## config.mk

```make
export PLATFORM = sky130hd
export DESIGN_NAME = nibble_dac_reg
export DESIGN_NICKNAME = d
export VERILOG_FILES = /design/src/rtl/dacreg_pkg.sv /design/src/rtl/dacreg_ctrl.sv /design/src/rtl/dacreg_hold_bank.sv /design/src/rtl/dacreg_out_rank.sv /design/src/rtl/nibble_dac_reg.sv
export SDC_FILE = /design/constraint.sdc
export NUM_CORES = 1
export LEC_CHECK = 0
export BUFFER_PORTS_ARGS = -buffer_cell sky130_fd_sc_hd__buf_2
export CAP_MARGIN = 20
export CORE_ASPECT_RATIO = 2
export CORE_MARGIN = 2
export CORE_UTILIZATION = 45
export CTS_CLUSTER_DIAMETER = 120
export DETAILED_ROUTE_END_ITERATION = 7
export PLACE_DENSITY = 0.7
export SLEW_MARGIN = 40
export SYNTH_ARGS = -nofsm -noshare
export SYNTH_HDL_FRONTEND = slang
export SYNTH_SLANG_ARGS = --single-unit
```

## constraint.sdc

```tcl
create_clock -name clk -period 2.74 [get_ports clk]
set_input_delay 0.137 -clock clk [delete_from_list [all_inputs] [get_ports clk]]
set_output_delay 0.137 -clock clk [all_outputs]
set_load 0.005 [all_outputs]
```

## src/rtl/dacreg_pkg.sv

```systemverilog
package dacreg_pkg;

    localparam int NIB_W_DEF   = 4;
    localparam int NIBBLES_DEF = 3;

    typedef enum logic [1:0] {
        OP_IDLE         = 2'd0,
        OP_STAGE        = 2'd1,
        OP_COMMIT       = 2'd2,
        OP_STAGE_COMMIT = 2'd3
    } op_e;

endpackage

```

## src/rtl/dacreg_ctrl.sv

```systemverilog
module dacreg_ctrl
    import dacreg_pkg::*;
#(
    parameter int NIBBLES = NIBBLES_DEF
) (
    input  logic               wr_n,
    input  logic [NIBBLES-1:0] sel_n,
    input  logic               load_n,
    output logic [NIBBLES-1:0] nib_en,
    output logic               commit
);

    op_e  op;
    logic stage_req;
    logic commit_req;

    always_comb begin
        stage_req  = !wr_n && (sel_n != {NIBBLES{1'b1}});
        commit_req = !wr_n && !load_n;
        unique case ({commit_req, stage_req})
            2'b00:   op = OP_IDLE;
            2'b01:   op = OP_STAGE;
            2'b10:   op = OP_COMMIT;
            2'b11:   op = OP_STAGE_COMMIT;
            default: op = OP_IDLE;
        endcase
    end

    always_comb begin
        nib_en = '0;
        commit = 1'b0;
        unique case (op)
            OP_IDLE: ;
            OP_STAGE:        nib_en = ~sel_n;
            OP_COMMIT:       commit = 1'b1;
            OP_STAGE_COMMIT: begin
                nib_en = ~sel_n;
                commit = 1'b1;
            end
            default: ;
        endcase
    end

endmodule

```

## src/rtl/dacreg_hold_bank.sv

```systemverilog
module dacreg_hold_bank
    import dacreg_pkg::*;
#(
    parameter int NIB_W   = NIB_W_DEF,
    parameter int NIBBLES = NIBBLES_DEF,
    localparam int WORD_W = NIB_W * NIBBLES
) (
    input  logic               clk,
    input  logic               rst,
    input  logic [NIBBLES-1:0] nib_en,
    input  logic               fmt_twos,
    input  logic [WORD_W-1:0]  bus_in,
    output logic [WORD_W-1:0]  hold_q,
    output logic [WORD_W-1:0]  hold_d
);

    logic [WORD_W-1:0] fmt_word;

    always_comb fmt_word = bus_in ^ {fmt_twos, {(WORD_W-1){1'b0}}};

    for (genvar i = 0; i < NIBBLES; i++) begin : g_nib
        always_comb begin
            hold_d[i*NIB_W +: NIB_W] = nib_en[i] ? fmt_word[i*NIB_W +: NIB_W]
                                                 : hold_q[i*NIB_W +: NIB_W];
        end

        always_ff @(posedge clk) begin
            if (rst) hold_q[i*NIB_W +: NIB_W] <= '0;
            else     hold_q[i*NIB_W +: NIB_W] <= hold_d[i*NIB_W +: NIB_W];
        end


        nib_keep_chk: assert property (@(posedge clk) disable iff (rst)
            !nib_en[i] |=> $stable(hold_q[i*NIB_W +: NIB_W]));
    end

endmodule

```

## src/rtl/dacreg_out_rank.sv

```systemverilog
module dacreg_out_rank
    import dacreg_pkg::*;
#(
    parameter int WORD_W = NIB_W_DEF * NIBBLES_DEF
) (
    input  logic              clk,
    input  logic              rst,
    input  logic              commit,
    input  logic [WORD_W-1:0] hold_d,
    output logic [WORD_W-1:0] code_q,
    output logic              upd_q
);

    always_ff @(posedge clk) begin
        if (rst) begin
            code_q <= '0;
            upd_q  <= 1'b0;
        end else begin
            upd_q <= commit && (hold_d != code_q);
            if (commit) code_q <= hold_d;
        end
    end

    logic past_ok;
    always_ff @(posedge clk) begin
        if (rst) past_ok <= 1'b0;
        else     past_ok <= 1'b1;
    end


    out_keep_chk: assert property (@(posedge clk) disable iff (rst)
        !commit |=> $stable(code_q));


    upd_match_chk: assert property (@(posedge clk) disable iff (rst)
        past_ok |-> (upd_q == (code_q != $past(code_q))));

endmodule

```

## src/rtl/nibble_dac_reg.sv

```systemverilog
module nibble_dac_reg
    import dacreg_pkg::*;
#(
    parameter int NIB_W = NIB_W_DEF,
    localparam int NIBBLES = NIBBLES_DEF,
    localparam int WORD_W  = NIB_W * NIBBLES
) (
    input  logic              clk,
    input  logic              rst,
    input  logic              wr_n,
    input  logic              sel_hi_n,
    input  logic              sel_mid_n,
    input  logic              sel_lo_n,
    input  logic              load_n,
    input  logic              fmt_twos,
    input  logic [WORD_W-1:0] bus_in,
    output logic [WORD_W-1:0] code_out,
    output logic              code_upd
);

    logic [NIBBLES-1:0] sel_n;
    logic [NIBBLES-1:0] nib_en;
    logic               commit;
    logic [WORD_W-1:0]  hold_q;
    logic [WORD_W-1:0]  hold_d;

    always_comb sel_n = {sel_hi_n, sel_mid_n, sel_lo_n};

    dacreg_ctrl #(.NIBBLES(NIBBLES)) u_ctrl (
        .wr_n   (wr_n),
        .sel_n  (sel_n),
        .load_n (load_n),
        .nib_en (nib_en),
        .commit (commit)
    );

    dacreg_hold_bank #(.NIB_W(NIB_W), .NIBBLES(NIBBLES)) u_hold (
        .clk      (clk),
        .rst      (rst),
        .nib_en   (nib_en),
        .fmt_twos (fmt_twos),
        .bus_in   (bus_in),
        .hold_q   (hold_q),
        .hold_d   (hold_d)
    );

    dacreg_out_rank #(.WORD_W(WORD_W)) u_out (
        .clk    (clk),
        .rst    (rst),
        .commit (commit),
        .hold_d (hold_d),
        .code_q (code_out),
        .upd_q  (code_upd)
    );


    strobe_idle_chk: assert property (@(posedge clk) disable iff (rst)
        wr_n |=> ($stable(code_out) && $stable(hold_q)));


    transfer_chk: assert property (@(posedge clk) disable iff (rst)
        (!wr_n && !load_n) |=> (code_out == hold_q));

endmodule

```

**Word level (Yosys, flattened, before mapping)**

Cells that the tools add are included.

- Output and inout bits: 13
- Bits of input ports: 20
- Register bits after elaboration: 25

- Bitwise logic cells: 2
- Reductions and logical operators: 8
- Mux-type cells: 6
- Eq/ne operators: 8

Operators by type and width:

| kind | count |
|---|---|
| $mux 4 | 3 |
| $ne 12x12->1 | 1 |
| $xor 12x12->12 | 1 |
| $eq 2x2->1 const B | 4 |
| $pmux 2 s4 | 1 |
| $eq 2x1->1 const B | 2 |
| $reduce_or 2->1 | 2 |
| $logic_and 1x1->1 | 3 |
| $mux 3 | 1 |
| $ne 3x3->1 const B | 1 |
| $not 3->3 | 1 |
| $logic_not 1->1 | 2 |
| $logic_not 2->1 | 1 |
| $mux 1 | 1 |

**Logic depth before layout (Yosys ltp)**

Gate-level depths: netlist of the first run.

- Word-level depth: 10
- Mapped depth: 6
- Gate-level depth less buffers: 5

**Modules after synthesis**

A second synthesis of the first run with hierarchy kept.

- Cells, all modules: 99
- Area total of the unflattened synthesis: 1,064.8 µm²

Modules (own cells, without submodules):

| module | cells each | area an instance (µm²) | instances | sequential area each (µm²) |
|---|---|---|---|---|
| dacreg_out_rank | 56 | 576.8 | 1 | 260.2 |
| dacreg_hold_bank | 39 | 473.0 | 1 | 240.2 |
| dacreg_ctrl | 4 | 15.0 | 1 | 0.0 |

**Worst setup path before layout of the first run**

Ideal clock, no wire load.

- Path kind: register to register
- Start: reg u_out.code_q[0]
- End: reg u_out.upd_q
- Buffers on the path: 0
- Cell stages (with the launch flop): 6
- Arrival time: 1.272 ns
- Setup slack: 1.331 ns
- Library setup time: 0.136 ns
- Cell sequence: dfxtp_1 xor2_1 a2111oi_2 a21oi_1 nor4b_1 a2111oi_2

- Word-level cells in the longest chain between the ends: 2

Ends and longest elaborated chain:

| what | line | text |
|---|---|---|
| start, declared | dacreg_out_rank.sv:10 | `output logic [WORD_W-1:0] code_q,` |
| start signal, assigned | dacreg_out_rank.sv:20 | `if (commit) code_q <= hold_d;` |
| $ne 12x12->1 | dacreg_out_rank.sv:19 | `upd_q <= commit && (hold_d != code_q);` |
| $logic_and 1x1->1 | dacreg_out_rank.sv:19 |  |
| end signal, assigned | dacreg_out_rank.sv:19 |  |
| end, declared | dacreg_out_rank.sv:11 | `output logic upd_q` |

Every way passes these cells.
A chain may end at the register's enable or synchronous reset.

**Worst setup path in the final report of the first run**

Same ends and word-level chain as after synthesis.

==> results of run 1 <==
[logic make-up after synthesis]
group / after synthesis
buffers and inverters: 11
AOI/OAI and AO/OA: 28
DFF: 25
and+or+nand+nor: 33
muxes: 11
xor gates and xnor gates: 18
[routing by layer]
metal  up-vias  wire length [µm]  track usage (%)
li1        507                 -                -
met1       450               962             19.0
met2        19              1350             30.6
met3         4                64             2.57
met4         0                31             7.00
met5         -                 0                0
[sequential cells by signal, indices dropped and copies added (netlist names)]
register       count
u_hold.hold_q     12
u_out.code_q      12
u_out.upd_q        1
[layout make-up]
type,instances,area (µm²)
Tap cell,28,35.0
Timing Repair Buffer,33,168
Sequential cell,25,500
Multi-Input combinational cell,90,667
Clock buffer,4,45.0
Fill cell,254,1140
Inverter,5,18.8
[cells in the final DEF (no fill, tap or decap), types with 2 or more instances in the layout]
master	n
a211oi_1	11
o21ai_0	2
nor2_8	2
xnor2_1	8
dfxtp_1	25
o22ai_1	4
a2111oi_2	2
mux2i_1	10
nor2_1	24
inv_1	5
buf_2	32
clkbuf_8	3
a21oi_1	4
xor2_1	10
[how the worst min path moves through the flow]
stage / start / endpoint / slack, ps / cells after the start
final: load_n / u_out.upd_q / 80 / 2
after global placement: load_n / u_out.upd_q / 360 / 2
after floorplan: load_n / u_out.upd_q / 210 / 1
after global routing: load_n / u_out.upd_q / 80 / 2
after detailed placement: load_n / u_out.upd_q / 360 / 2
after CTS: load_n / u_out.upd_q / 70 / 2
[through the flow]
step	hold slack [ps]	util, %
2_1_floorplan	213	-
4_1_cts	71.0	55.8
3_3_place_gp	356	54.0
5_1_grt	77.1	55.8
6_report	75.1	55.8
3_5_place_dp	355	54.0
[critical path, delay by kind of cell, from the launching register on]
family | cells | cell delay, ps
AO/OA/AOI/OAI | 3 | 460
XOR/XNOR | 1 | 180
AND/OR/NAND/NOR | 1 | 350
flip-flops | 1 | 360
[power breakdown]
| part | total, W | leakage, nW | switching [W] | internal [W] |
|---|---|---|---|---|
| Combinational | 0.000147 | 0.390 | 0.0000758 | 0.0000710 |
| Sequential | 0.000402 | 0.205 | 0.0000186 | 0.000384 |
| Clock | 0.000213 | 0.0228 | 0.000109 | 0.000104 |
| Total | 0.000762 | 0.618 | 0.000203 | 0.000558 |
==> impl_metrics.env, run 1 <==
export IMPL_rsz0062_at_grt="false"
export IMPL_ys_seq_elements=25
export IMPL_r2r_end="u_out.upd_q"
export IMPL_grt_use_total_pct=17.6
export IMPL_crit_chain="xor2_1, a2111oi_2, a21oi_1, nor4b_1, a2111oi_2"
export IMPL_setup_viol=0
export IMPL_area_growth_syn_to_layout_pct=17.8
export IMPL_ys_async_sr_fraction_pct=0
export IMPL_synth_compound_area_share_pct=17.0
export IMPL_path_class="reg2reg"
export IMPL_max_freq_mhz=680
export IMPL_totalWireLength_mm=2.41
export IMPL_wire_per_inst_um=13.0
export IMPL_crit_path_start="u_out.code_q[0]"
export IMPL_ir_drop_v=0.000355
export IMPL_first_pass_iters=4
export IMPL_gp_congestion=0.703
export IMPL_cap_viol_max_count=0
export IMPL_grt_max_degree=26
export IMPL_synth_distinct_cells=28
export IMPL_cp_common_cell="a2111oi_2"
export IMPL_ios=33
export IMPL_drtAntennaViolNets=0
export IMPL_final_area_um2=1430
export IMPL_path_clk_slew_ps=80
export IMPL_cts_sinks=25
export IMPL_start_util_pct=47.4
export IMPL_power_total_w=0.000762
export IMPL_synth_most_common_cell="dfxtp_1"
export IMPL_worstRegToRegCells=5
export IMPL_ys_flop_type="dfxtp_1"
export IMPL_portBuffers=32
export IMPL_yosys_area_share_simple_pct=15.5
export IMPL_critPathArrivalTime_ps=1610
export IMPL_grt_pass1_vias=957
export IMPL_muxShareOfSynthArea_pct=9.35
export IMPL_antennaDiodeCount=0
export IMPL_post_place_ws_ps=1080
export IMPL_finalHoldViolations=0
export IMPL_synth_fp_nets=146
export IMPL_postCtsSetupBuffers=0
export IMPL_die_area_um2=3160
export IMPL_maxSlewHeadroom_pct=53.1
export IMPL_antenna_found_initial=0
export IMPL_clk_insertion_delay_late_ps=260
export IMPL_syn_cell_area_um2=1220
export IMPL_status="complete, no violations"
export IMPL_vias=980
export IMPL_placed_cell_area_um2=1390
export IMPL_synth_edf_count=0
export IMPL_cts_tree="yes"
export IMPL_synthTopCellsByArea="dfxtp_1 (41%), mux2i_1 (8.2%), nor2_1 (7.4%), xor2_1 (7.2%), a211oi_1 (6.8%)"
export IMPL_p_per_area_nw_per_um2=531
export IMPL_layout_setup_ws_ps=1270
export IMPL_layout_min_cycle_time_ps=1470
export IMPL_synth_seq_area_share_pct=41.1
export IMPL_yosysTopAreaCell="dfxtp_1"
export IMPL_fp_coreArea_um2=2570
export IMPL_ys_warn_count=0
export IMPL_path_max_fanout=4
export IMPL_slowest_delay_ps=360
export IMPL_die_x_um=40.8
export IMPL_critPathLaunchType="register"
export IMPL_drive_above_1_share_pct=27.4
export IMPL_required_ps=2880
export IMPL_worstMarginPinSlew_ps=701
export IMPL_crit_end="u_out.upd_q"
export IMPL_die_h_um=77.6
export IMPL_fin_crit_sh_pct=53.7
export IMPL_placed_cells=181
export IMPL_holdBufCountCts=0
export IMPL_r2r_start="u_out.code_q[0]"
export IMPL_clk_path_buf_depth=2
export IMPL_grt_pass1_wl_mm=3.97
export IMPL_synthAdderAreaFrac_pct=0
export IMPL_report_final_slew_viol_count=0
export IMPL_dpl_hpwl_mm=1.96
export IMPL_slowest_stage="dfxtp_1"
export IMPL_cts_made_buffers=3
export IMPL_synthCells=126
export IMPL_rrSetupSlack_ps=1270
export IMPL_overflow=0
export IMPL_min_path_type="in2reg"
export IMPL_synthXorXnorAreaFrac_pct=12.9
export IMPL_clock_skew_ps=1.07
export IMPL_initialDrtViolationCount=9
export IMPL_synth_top_family_by_area="compound AO/OA/AOI/OAI gates"
export IMPL_end_kind="register"
export IMPL_synth_avg_cell_area_um2=9.66
export IMPL_rows=26
export IMPL_postCtsResizedCells=0
export IMPL_instances_no_fill=185
export IMPL_setup_tns_ps=0
export IMPL_power_leakage_nw=0.618
export IMPL_nets=178
export IMPL_htreeDepth=1
export IMPL_root_buffer="clkbuf_8"
export IMPL_routed_via_density=5.30
export IMPL_synth_common_cells="dfxtp_1 (25), nor2_1 (24), a211oi_1 (11)"
export IMPL_drcViolationCount=0
export IMPL_synth_top_cell_area_share_pct=41.1
(Power assumes the default switching activity.)
==> run 2, diff against run 1 <==
--- a/config.mk
+++ b/config.mk
@@ -5,6 +5,7 @@
 export SDC_FILE = /design/constraint.sdc
 export NUM_CORES = 1
 export LEC_CHECK = 0
+export ABC_AREA = 1
 export BUFFER_PORTS_ARGS = -buffer_cell sky130_fd_sc_hd__buf_2
 export CAP_MARGIN = 20
 export CORE_ASPECT_RATIO = 2
==> constraint.sdc (replaced) <==
create_clock -name clk -period 1.39 [get_ports clk]
set_input_delay 0.0695 -clock clk [delete_from_list [all_inputs] [get_ports clk]]
set_output_delay 0.0695 -clock clk [all_outputs]
set_load 0.005 [all_outputs]
==> impl_metrics.env, run 2 <==
export IMPL_synth_fp_nets=212
export IMPL_ir_drop_v=0.000826
export IMPL_gp_congestion=0.858
export IMPL_worstMarginPinSlew_ps=252
export IMPL_setup_tns_ps=0
export IMPL_postCtsResizedCells=0
export IMPL_cts_tree="yes"
export IMPL_synth_most_common_cell="nand2_1"
export IMPL_holdPathEnd="u_hold.hold_q[1]"
export IMPL_layout_setup_ws_ps=270
export IMPL_drtAntennaViolNets=0
export IMPL_critPathLaunchType="register"
export IMPL_maxSlewHeadroom_pct=83.2
export IMPL_multiInputGateArea_um2=619
export IMPL_post_place_ws_ps=110
export IMPL_antennaDiodeCount=0
export IMPL_holdBufCountCts=0
export IMPL_rrSetupSlack_ps=270
export IMPL_layout_min_cycle_time_ps=1120
export IMPL_antenna_found_initial=0
export IMPL_drcViolationCount=0
export IMPL_vias=1275
export IMPL_initialDrtViolationCount=25
export IMPL_nets=248
export IMPL_power_leakage_nw=0.828
export IMPL_required_ps=1560
export IMPL_synth_avg_cell_area_um2=6.68
export IMPL_ys_seq_elements=25
export IMPL_layout_commonest_cell="nand2_1"
export IMPL_slowest_stage="dfxtp_1"
export IMPL_crit_chain="or2_1, nand3b_1, nand2_1, nor2_1, nand3_1, nor2_1, nor2_1"
export IMPL_intPower_w=0.00108
export IMPL_routed_via_density=4.98
export IMPL_fillers=291
export IMPL_min_path_type="in2reg"
export IMPL_swShare_pct=27.8
export IMPL_power_frac_seq_pct=52.2
export IMPL_wire_per_inst_um=11.1
export IMPL_synth_seq_area_share_pct=39.0
export IMPL_postCtsSetupBuffers=0
export IMPL_die_area_um2=3320
export IMPL_register_area_um2=500
export IMPL_p_clk_share_pct=28.4
export IMPL_start_util_pct=46.9
export IMPL_syn_cell_area_um2=1280
export IMPL_p_per_area_nw_per_um2=984
export IMPL_path_max_fanout=2
export IMPL_min_from="bus_in[1]"
export IMPL_synth_common_cells="nand2_1 (51), inv_1 (38), dfxtp_1 (25)"
export IMPL_die_h_um=79.5
export IMPL_fp_coreArea_um2=2740
export IMPL_path_buf_inv=0
export IMPL_status="complete, no violations"
export IMPL_most_common_layout_cells="nand2_1 (51), inv_1 (38), buf_2 (32), dfxtp_1 (25), nand3_1 (16)"
export IMPL_root_buffer="clkbuf_8"
export IMPL_comb_power_share_pct=19.4
export IMPL_synthCells=192
export IMPL_first_pass_iters=4
export IMPL_grt_pass1_wl_mm=4.97
export IMPL_grt_max_degree=17
export IMPL_setup_viol=0
export IMPL_cp_top_family="simple AND/OR/NAND/NOR gates"
export IMPL_synth_distinct_cells=20
export IMPL_yosysTopAreaCell="dfxtp_1"
export IMPL_synthTopCellsByArea="dfxtp_1 (39%), nand2_1 (15%), inv_1 (11%), nand3_1 (6.2%), a21oi_1 (5.1%)"
export IMPL_cp_common_cell="nor2_1"
export IMPL_overflow=0
export IMPL_report_final_slew_viol_count=0
export IMPL_clk_path_buf_depth=2
export IMPL_ys_warn_count=0
export IMPL_r2r_start="u_hold.hold_q[11]"
export IMPL_cap_viol_max_count=0
export IMPL_cts_sinks=25
export IMPL_grt_use_total_pct=19.2
export IMPL_synth_edf_count=0
export IMPL_totalWireLength_mm=2.84
export IMPL_worstRegToRegCells=7
export IMPL_finalHoldViolations=0
export IMPL_path_clk_slew_ps=80
export IMPL_cts_made_buffers=3
export IMPL_ys_async_sr_fraction_pct=0
export IMPL_finalCoreUtilization_pct=55.8
export IMPL_power_switching_w=0.000418
export IMPL_fin_crit_sh_pct=80.6
export IMPL_max_freq_mhz=893
export IMPL_synth_top_cell_area_share_pct=39.0
export IMPL_portBuffers=32
export IMPL_top_regs="u_hold.hold_q: 12 flops, u_out.code_q: 12 flops, u_out.upd_q: 1 flops"
export IMPL_critPathArrivalTime_ps=1290
export IMPL_r2r_end="u_out.upd_q"
export IMPL_ios=33
export IMPL_drive_above_1_share_pct=21.1
export IMPL_dpl_hpwl_mm=2.26
export IMPL_rows=27
export IMPL_grt_pass1_vias=1232
export IMPL_rsz0062_at_grt="false"
export IMPL_clock_skew_ps=3.49
export IMPL_area_growth_syn_to_layout_pct=19.0
export IMPL_slowest_delay_ps=300
export IMPL_htreeDepth=1
export IMPL_ys_flop_type="dfxtp_1"
export IMPL_end_kind="register"
export IMPL_clk_insertion_delay_late_ps=270
export IMPL_die_x_um=41.8
export IMPL_holdPathStages=3
export IMPL_path_class="reg2reg"
run 2: changes by cell type in the layout (fill, tap and decap cells not counted), sizes merged, moves of 11 or more:
cell / before / now
mux2i: 11 / 0
a211oi: 11 / 0
nand2: 1 / 52
nand3: 0 / 18
inv: 5 / 40
nor2: 27 / 13
run 2: worst reg2reg max path: cells and delay by family (launching register included):
family	cells	cell delay (ps)
and+or+nand+nor	7	730
DFF	1	300
run 2: power by group through the flow:
stage / Sequential (W) / Clock (W) / Combinational (W)
2_1_floorplan: 0.000799 / 0 / 0.000190
3_3_place_gp: 0.000802 / 0 / 0.000291
3_5_place_dp: 0.000801 / 0 / 0.000294
4_1_cts: 0.000784 / 0.000439 / 0.000296
5_1_grt: 0.000791 / 0.000459 / 0.000338
6_report: 0.000784 / 0.000427 / 0.000291
run 2: cells by family after synthesis:
group | Yosys count | synth area share [%]
and+or+nand+nor | 91 | 32.2
buffers and inverters | 43 | 12.7
AOI/OAI and AO/OA | 30 | 14.0
DFF | 25 | 39.0
xor gates and xnor gates | 3 | 2.05
run 2: how the worst max path moves through the flow:
stage	from	to	slack, ps	cells after the start
after CTS	u_hold.hold_q[4]	u_out.upd_q	250	9
after global placement	wr_n	u_out.upd_q	110	9
final	u_hold.hold_q[11]	u_out.upd_q	270	7
after floorplan	u_hold.hold_q[4]	u_out.upd_q	380	9
after detailed placement	wr_n	u_out.upd_q	110	11
after global routing	u_hold.hold_q[4]	u_out.upd_q	60	9
run 2: final cells by class:
type / count / share of cell area (%)
tap: 29 / 2.38
inverter: 40 / 9.84
clock buffer: 4 / 2.95
multi-input combinational: 124 / 40.6
sequential: 25 / 32.8
timing repair buffer: 34 / 11.5
run 2: stage by stage:
| step | total power (W) | instances | hold WS (ps) | instance area, µm² |
|---|---|---|---|---|
| 2_1_floorplan | 0.000989 | 192 | 214 | 1280 |
| 3_3_place_gp | 0.00109 | 252 | 354 | 1480 |
| 3_5_place_dp | 0.00110 | 252 | 369 | 1480 |
| 4_1_cts | 0.00152 | 256 | 80.7 | 1530 |
| 5_1_grt | 0.00159 | 256 | 87.9 | 1530 |
| 6_report | 0.00150 | 256 | 82.1 | 1530 |
run 2: routing by layer:
metal	global-route usage [%]	vias to the layer above	share of wire, %	wire (µm)
met3	2.71	7	4.0	113
met5	0	-	0	0
met2	36.9	32	54	1520
met4	10.0	0	2.7	76
li1	-	671	-	-
met1	19.2	565	40	1120
